$ cat config.mk
export PLATFORM = sky130hd
export DESIGN_NAME = keyscan_top
export DESIGN_NICKNAME = d
export VERILOG_FILES = /design/src/rtl/keyscan_pkg.sv /design/src/rtl/keyscan_timer.sv /design/src/rtl/keyscan_capture.sv /design/src/rtl/keyscan_ctrl.sv /design/src/rtl/keyscan_top.sv
export SDC_FILE = /design/constraint.sdc
export NUM_CORES = 1
export LEC_CHECK = 0
export ABC_CLOCK_PERIOD_IN_PS = 4700
export BUFFER_PORTS_ARGS = -buffer_cell sky130_fd_sc_hd__buf_2
export CORE_MARGIN = 5
export CORE_UTILIZATION = 63
export CTS_CLUSTER_SIZE = 28
export DETAILED_ROUTE_END_ITERATION = 16
export PLACE_DENSITY = 0.85
export SKIP_LAST_GASP = 1
export SYNTH_ARGS = -nofsm -noshare
export SYNTH_HDL_FRONTEND = slang
export SYNTH_SLANG_ARGS = --single-unit
$ cat constraint.sdc
create_clock -name clk -period 4.7 [get_ports clk]
set_input_delay 0.94 -clock clk [delete_from_list [all_inputs] [get_ports clk]]
set_output_delay 0.94 -clock clk [all_outputs]
set_load 0.1 [all_outputs]
$ cat src/rtl/keyscan_pkg.sv
package keyscan_pkg;

    typedef enum logic [1:0] {
        KS_IDLE,
        KS_SCAN,
        KS_WAIT,
        KS_HOLD
    } ks_state_t;

    typedef enum logic [1:0] {
        PS_OFF  = 2'b00,
        PS_TOP1 = 2'b01,
        PS_TOP2 = 2'b10,
        PS_ALL  = 2'b11
    } ps_sel_t;

endpackage

$ cat src/rtl/keyscan_timer.sv
module keyscan_timer #(
    parameter int ROWS  = 6,
    parameter int SHARE = 48,
    parameter int RW    = $clog2(ROWS),
    parameter int SW    = $clog2(SHARE)
) (
    input  logic          clk,
    input  logic          rst_n,
    input  logic          tick,
    input  logic          run,
    output logic [RW-1:0] row_idx,
    output logic          pass,
    output logic          sample_stb,
    output logic          pair_end
);

    logic [SW-1:0] slot;

    // counters rest at zero whenever the scan is not running
    always_ff @(posedge clk or negedge rst_n) begin
        if (!rst_n) begin
            slot    <= '0;
            row_idx <= '0;
            pass    <= 1'b0;
        end else if (!run) begin
            slot    <= '0;
            row_idx <= '0;
            pass    <= 1'b0;
        end else if (tick) begin
            if (slot == SW'(SHARE - 1)) begin
                slot <= '0;
                if (row_idx == RW'(ROWS - 1)) begin
                    row_idx <= '0;
                    pass    <= ~pass;
                end else begin
                    row_idx <= row_idx + 1'b1;
                end
            end else begin
                slot <= slot + 1'b1;
            end
        end
    end

    // sample one tick before the share ends
    assign sample_stb = run && tick && (slot == SW'(SHARE - 2));
    assign pair_end   = run && tick && pass && (slot == SW'(SHARE - 1))
                        && (row_idx == RW'(ROWS - 1));

    p_row_range_r2: assert property (@(posedge clk) disable iff (!rst_n)
        row_idx <= RW'(ROWS - 1));

endmodule

$ cat src/rtl/keyscan_capture.sv
module keyscan_capture #(
    parameter int ROWS = 6,
    parameter int COLS = 5,
    parameter int RW   = $clog2(ROWS)
) (
    input  logic                 clk,
    input  logic                 rst_n,
    input  logic                 sample_stb,
    input  logic [RW-1:0]        row_idx,
    input  logic                 pass,
    input  logic [COLS-1:0]      sense,
    input  logic [ROWS-1:0]      row_en,
    input  logic                 accept,
    output logic                 img_match,
    output logic                 img_pressed,
    output logic [ROWS*COLS-1:0] key_img
);

    logic [ROWS*COLS-1:0] img_a;
    logic [ROWS*COLS-1:0] img_b;

    for (genvar r = 0; r < ROWS; r++) begin : g_row
        always_ff @(posedge clk or negedge rst_n) begin
            if (!rst_n) begin
                img_a[r*COLS +: COLS] <= '0;
                img_b[r*COLS +: COLS] <= '0;
            end else if (sample_stb && row_idx == RW'(r)) begin
                if (pass) img_b[r*COLS +: COLS] <= row_en[r] ? sense : '0;
                else      img_a[r*COLS +: COLS] <= row_en[r] ? sense : '0;
            end
        end
    end

    always_ff @(posedge clk or negedge rst_n) begin
        if (!rst_n)      key_img <= '0;
        else if (accept) key_img <= img_b;
    end

    assign img_match   = (img_a == img_b);
    assign img_pressed = |img_b;

    p_hold_img_r5: assert property (@(posedge clk) disable iff (!rst_n)
        !accept |=> $stable(key_img));

endmodule

$ cat src/rtl/keyscan_ctrl.sv
module keyscan_ctrl
    import keyscan_pkg::*;
#(
    parameter int WAIT_TICKS = 1,
    parameter int WW         = $clog2(WAIT_TICKS + 1)
) (
    input  logic      clk,
    input  logic      rst_n,
    input  logic      tick,
    input  logic      key_any,
    input  logic      pair_end,
    input  logic      img_match,
    input  logic      img_pressed,
    input  logic      rd_done,
    input  logic      host_wr,
    output ks_state_t state,
    output logic      accept,
    output logic      req_n
);

    ks_state_t nxt;
    logic [WW-1:0] wcnt;

    always_ff @(posedge clk or negedge rst_n) begin
        if (!rst_n) state <= KS_IDLE;
        else        state <= nxt;
    end

    always_ff @(posedge clk or negedge rst_n) begin
        if (!rst_n)                 wcnt <= '0;
        else if (state != KS_WAIT)  wcnt <= '0;
        else if (tick)              wcnt <= wcnt + 1'b1;
    end

    always_comb begin
        nxt = state;
        unique case (state)
            KS_IDLE: if (tick && key_any) nxt = KS_SCAN;
            KS_SCAN: if (pair_end) begin
                if (img_match && img_pressed) nxt = KS_WAIT;
                else if (img_pressed)         nxt = KS_SCAN;
                else                          nxt = KS_IDLE;
            end
            KS_WAIT: if (tick && wcnt == WW'(WAIT_TICKS - 1)) nxt = KS_HOLD;
            KS_HOLD: if (rd_done) nxt = KS_IDLE;
            default: nxt = KS_IDLE;
        endcase
    end

    always_comb begin
        accept = (state == KS_SCAN) && pair_end && img_match && img_pressed;
        req_n  = (state != KS_HOLD) || host_wr;
    end

    p_freeze_r5: assert property (@(posedge clk) disable iff (!rst_n)
        (state == KS_HOLD && !rd_done) |=> state == KS_HOLD);

    p_release_r6: assert property (@(posedge clk) disable iff (!rst_n)
        (state == KS_HOLD && rd_done) |=> state == KS_IDLE);

    p_hold_entry_r3: assert property (@(posedge clk) disable iff (!rst_n)
        (state == KS_HOLD && $past(state) != KS_HOLD) |-> $past(state) == KS_WAIT);

endmodule

$ cat src/rtl/keyscan_top.sv
module keyscan_top
    import keyscan_pkg::*;
#(
    parameter int ROWS        = 6,
    parameter int COLS        = 5,
    parameter int CYCLE_TICKS = 288,
    parameter int REQ_TICKS   = 577
) (
    input  logic                 clk,
    input  logic                 rst_n,
    input  logic                 tick,
    input  logic [COLS-1:0]      sense,
    input  logic [1:0]           keysel,
    input  logic [1:0]           psmode,
    input  logic                 rd_done,
    input  logic                 host_wr,
    output logic [ROWS-1:0]      drive,
    output logic [ROWS*COLS-1:0] key_img,
    output logic                 ps_flag,
    output logic                 req_n
);

    localparam int SHARE      = CYCLE_TICKS / ROWS;
    localparam int RW         = $clog2(ROWS);
    localparam int WAIT_TICKS = REQ_TICKS - 2 * CYCLE_TICKS;

    ks_state_t     state;
    logic [RW-1:0] row_idx;
    logic          pass, sample_stb, pair_end, accept;
    logic          img_match, img_pressed;
    logic [ROWS-1:0] idle_hi, row_en;
    logic          scanning;

    assign scanning = (state == KS_SCAN);
    assign ps_flag  = (psmode != PS_OFF);

    for (genvar r = 0; r < ROWS; r++) begin : g_drv
        logic ks_ok;
        assign ks_ok = !((r == 0) && (keysel != 2'b00)) && !((r == 1) && keysel[1]);
        assign idle_hi[r] = (psmode == PS_OFF) || (psmode == PS_ALL)
                            || ((psmode == PS_TOP1) && (r == ROWS - 1))
                            || ((psmode == PS_TOP2) && (r >= ROWS - 2));
        assign row_en[r]  = ks_ok && idle_hi[r];
        assign drive[r]   = scanning ? ((row_idx == RW'(r)) && row_en[r]) : idle_hi[r];
    end

    keyscan_timer #(.ROWS(ROWS), .SHARE(SHARE)) u_timer (
        .clk(clk), .rst_n(rst_n), .tick(tick), .run(scanning),
        .row_idx(row_idx), .pass(pass), .sample_stb(sample_stb), .pair_end(pair_end)
    );

    keyscan_capture #(.ROWS(ROWS), .COLS(COLS)) u_cap (
        .clk(clk), .rst_n(rst_n), .sample_stb(sample_stb), .row_idx(row_idx),
        .pass(pass), .sense(sense), .row_en(row_en), .accept(accept),
        .img_match(img_match), .img_pressed(img_pressed), .key_img(key_img)
    );

    keyscan_ctrl #(.WAIT_TICKS(WAIT_TICKS)) u_ctrl (
        .clk(clk), .rst_n(rst_n), .tick(tick), .key_any(|sense),
        .pair_end(pair_end), .img_match(img_match), .img_pressed(img_pressed),
        .rd_done(rd_done), .host_wr(host_wr),
        .state(state), .accept(accept), .req_n(req_n)
    );

    p_one_row_r2: assert property (@(posedge clk) disable iff (!rst_n)
        scanning |-> $onehot0(drive));

endmodule

==> out/qor.txt <==
Outcome - completed
HPWL after detailed placement - 7650 um
Largest net degree at the start of global routing - 62
Post-Synthesis Cells - 386
Maxcap violations - 0
Vias per std cell - 5.83
H-tree lvl count - 3
Fmax - 274 MHz
Tot GR Track Use - 22.7%
Fill count - 529
Die area - 9820 um^2
Main synth FF type - dfrtp_1
Die Ht - 99.1 um
Worst endpoint required time - 3.76 ns
Lkg Pwr - 2.80 nW
Core box area - 7730 um^2
Post-CTS setup buffers - 0
Setup TNS - 0 ns
Xor/xnor share of the synthesized area - 5.96%
TritonCTS clock tree - built
Die X - 99.1 um
Clk slew on worst S/H paths - 0.09 ns
Critical-path top delay cell - buf_2
I/O pin count - 52
Startpoint type of the worst setup path - input port
DR vias - 3169
Adder-Cell Fraction of Synth Area - 1.75%
CP most frequent cell - buf_2
DRT iter0 DRCs - 231
Clk_lat worst skew - 0.38 ns
Post-synthesis compound-gate area fraction - 3.00%
DRC viols - 0
CTS Buf Count - 9
Sequential fraction of the synthesis area - 51.6%
Slew HR - 50.2%
Period minus WS final - 3.64 ns
Skew final - 0.0144 ns
# setup viols final - 0
Final period util - 77.5%
Cts repair resizes - 0
Mux contribution to synthesized area - 22.7%
Worst hold path type - reg -> reg
Mapped cell area - 5000 um^2
Diodes inserted - 0
Final Max Tran Viols - 0
Largest stage delay, worst path - 0.48 ns
Crit path kind - in -> out
DR pass1 iterations - 4
EDFF count, synth - 0
Distinct cells, synth - 45
Worst-Margin Slew - 0.747 ns
Largest family of logic cells by synthesized area - multiplexers
CP Max Fanout - 10
Crit end category - primary output
Reg2Reg Depth - 7
Detail-routed net length per standard cell - 19.1 um
Multi-input logic area - 2300 um^2
Area grow syn2layout - 10.6%
Final Hold Fails - 0
Arr. time, crit path - 2.70 ns
Syn. warnings - 0
Antenna viol nets, final - 0
Clk sinks - 103
Gpl congestion - 0.852
WHS Path Cells - 1
Peak supply drop - 0.284 mV
Hold buffer count at CTS - 0
Layout cells sized above 1 - 35.7%
Worst hold slack - 0.512 ns
Initial antenna violation count - 0
Row count - 32
Critical-path cell list - buf_2 > inv_1 > ha_1 > nor3_1 > nand2_1 > o21ai_0 > buf_2
Post-synth ARST share - 100%
Yosys reg bits - 103
FF/Latch Area - 2580 um^2
Commonest cells after routing, fill and taps aside - 103 x dfrtp_1, 51 x mux2_2, 50 x buf_2
CTS root buffer - clkbuf_8
First-pass GRT wire length - 17300 um
Syn_area_per_cell - 13.0 um^2
Cell Pwr Density - 331 nW/um^2
Port Buf Inserts - 51
Post-Syn Nets - 407
Initial core utilization - 64.7%
Nets - 459
Vias in the first global route - 3229
RSZ-0062 raised after global routing - false
GRT overflow - 0
Clock tree buffer depth - 2
Most common cell after layout, fill and taps aside - dfrtp_1
Area share of and/or/nand/nor cells after synthesis - 12.6%
Final WL - 10400 um
-- worst paths after layout --
check / from / end / slack [ns]
max: psmode[0] / drive[0] / 1.06
min: u_cap.key_img[17]$_DFFE_PN0P_ / u_cap.key_img[17]$_DFFE_PN0P_ / 0.51
max reg2reg: u_timer.slot[1]$_DFFE_PN0P_ / u_cap.key_img[26]$_DFFE_PN0P_ / 2.07
min reg2reg: u_cap.key_img[17]$_DFFE_PN0P_ / u_cap.key_img[17]$_DFFE_PN0P_ / 0.51
max in group asynchronous: rst_n / u_cap.img_a[24]$_DFFE_PN0P_ / 3.01
min in group asynchronous: rst_n / u_cap.key_img[12]$_DFFE_PN0P_ / 0.63
-- state kept, by name, summed over array words and instances (netlist names), named ones only --
signal	cells
u_ctrl.state	1
u_cap.img_b	30
u_cap.key_img	30
u_timer.pass	1
u_timer.slot	6
u_ctrl.wcnt	1
u_timer.row_idx	3
u_cap.img_a	30
-- synth_stat cells (7+ instances only) --
cell type | number | area, um^2
inv_1 | 10 | 37.5
dfrtp_1 | 103 | 2580
mux2_4 | 30 | 450
nand2_1 | 15 | 56.3
mux2_2 | 51 | 574
and2_1 | 10 | 62.6
a21oi_1 | 10 | 50.1
ha_1 | 7 | 87.6
xnor2_1 | 31 | 272
nor2b_1 | 16 | 100
nor2_1 | 16 | 60.1
nand4_1 | 10 | 62.6
mux2_1 | 9 | 101
clkbuf_1 | 7 | 26.3
nor4_1 | 9 | 56.3
-- worst max-delay path: cells and delay by family --
| family | cells | cell delay (ns) |
|---|---|---|
| adders and majority gates | 1 | 0.44 |
| and+or+nand+nor | 2 | 0.56 |
| buffers and inverters | 3 | 0.64 |
| AOI/OAI and AO/OA | 1 | 0.13 |
-- kinds of logic (layout without fill, tap and decap cells) --
group | count (synthesis) | count (layout)
DFF | 103 | 103
muxes | 91 | 91
buffers and inverters | 23 | 79
adders and majority gates | 7 | 7
xor gates and xnor gates | 34 | 34
and+or+nand+nor | 105 | 105
AOI/OAI and AO/OA | 23 | 23
-- power by group --
part,switching (mW),leakage (nW),internal (mW)
Sequential,0.0581,1.42,0.923
Clock,0.301,0.106,0.274
Combinational,0.172,1.27,0.100
Total,0.531,2.80,1.30
-- per-layer routing --
| layer | part of all wire [%] | global-route usage [%] | vias to the layer above |
|---|---|---|---|
| li1 | - | - | 1458 |
| met1 | 44 | 31.0 | 1598 |
| met2 | 48 | 36.3 | 98 |
| met3 | 6.2 | 4.88 | 15 |
| met4 | 1.9 | 7.04 | 0 |
| met5 | 0 | 0 | - |
-- final cells by class --
cell class                      count  area share, %
Inverter                           10          0.679
Clock inverter                      4          0.950
Tap cell                          102           2.31
Sequential cell                   103           46.6
Clock buffer                       11           2.74
Timing Repair Buffer               54           5.07
Multi-Input combinational cell    260           41.7
-- metrics by stage --
step	setup WS (ns)	power, mW	cell area [um^2]	instances	util (%)
finish	1.06	1.83	5530	544	71.6
CTS	1.06	1.83	5530	544	71.6
floorplan	0.165	1.19	5000	386	-
global placement	1.15	1.25	5330	529	68.9
detailed placement	1.06	1.27	5330	529	68.9
global route	0.890	1.90	5530	544	71.6
Note: power is estimated with default switching activity, not from simulation.
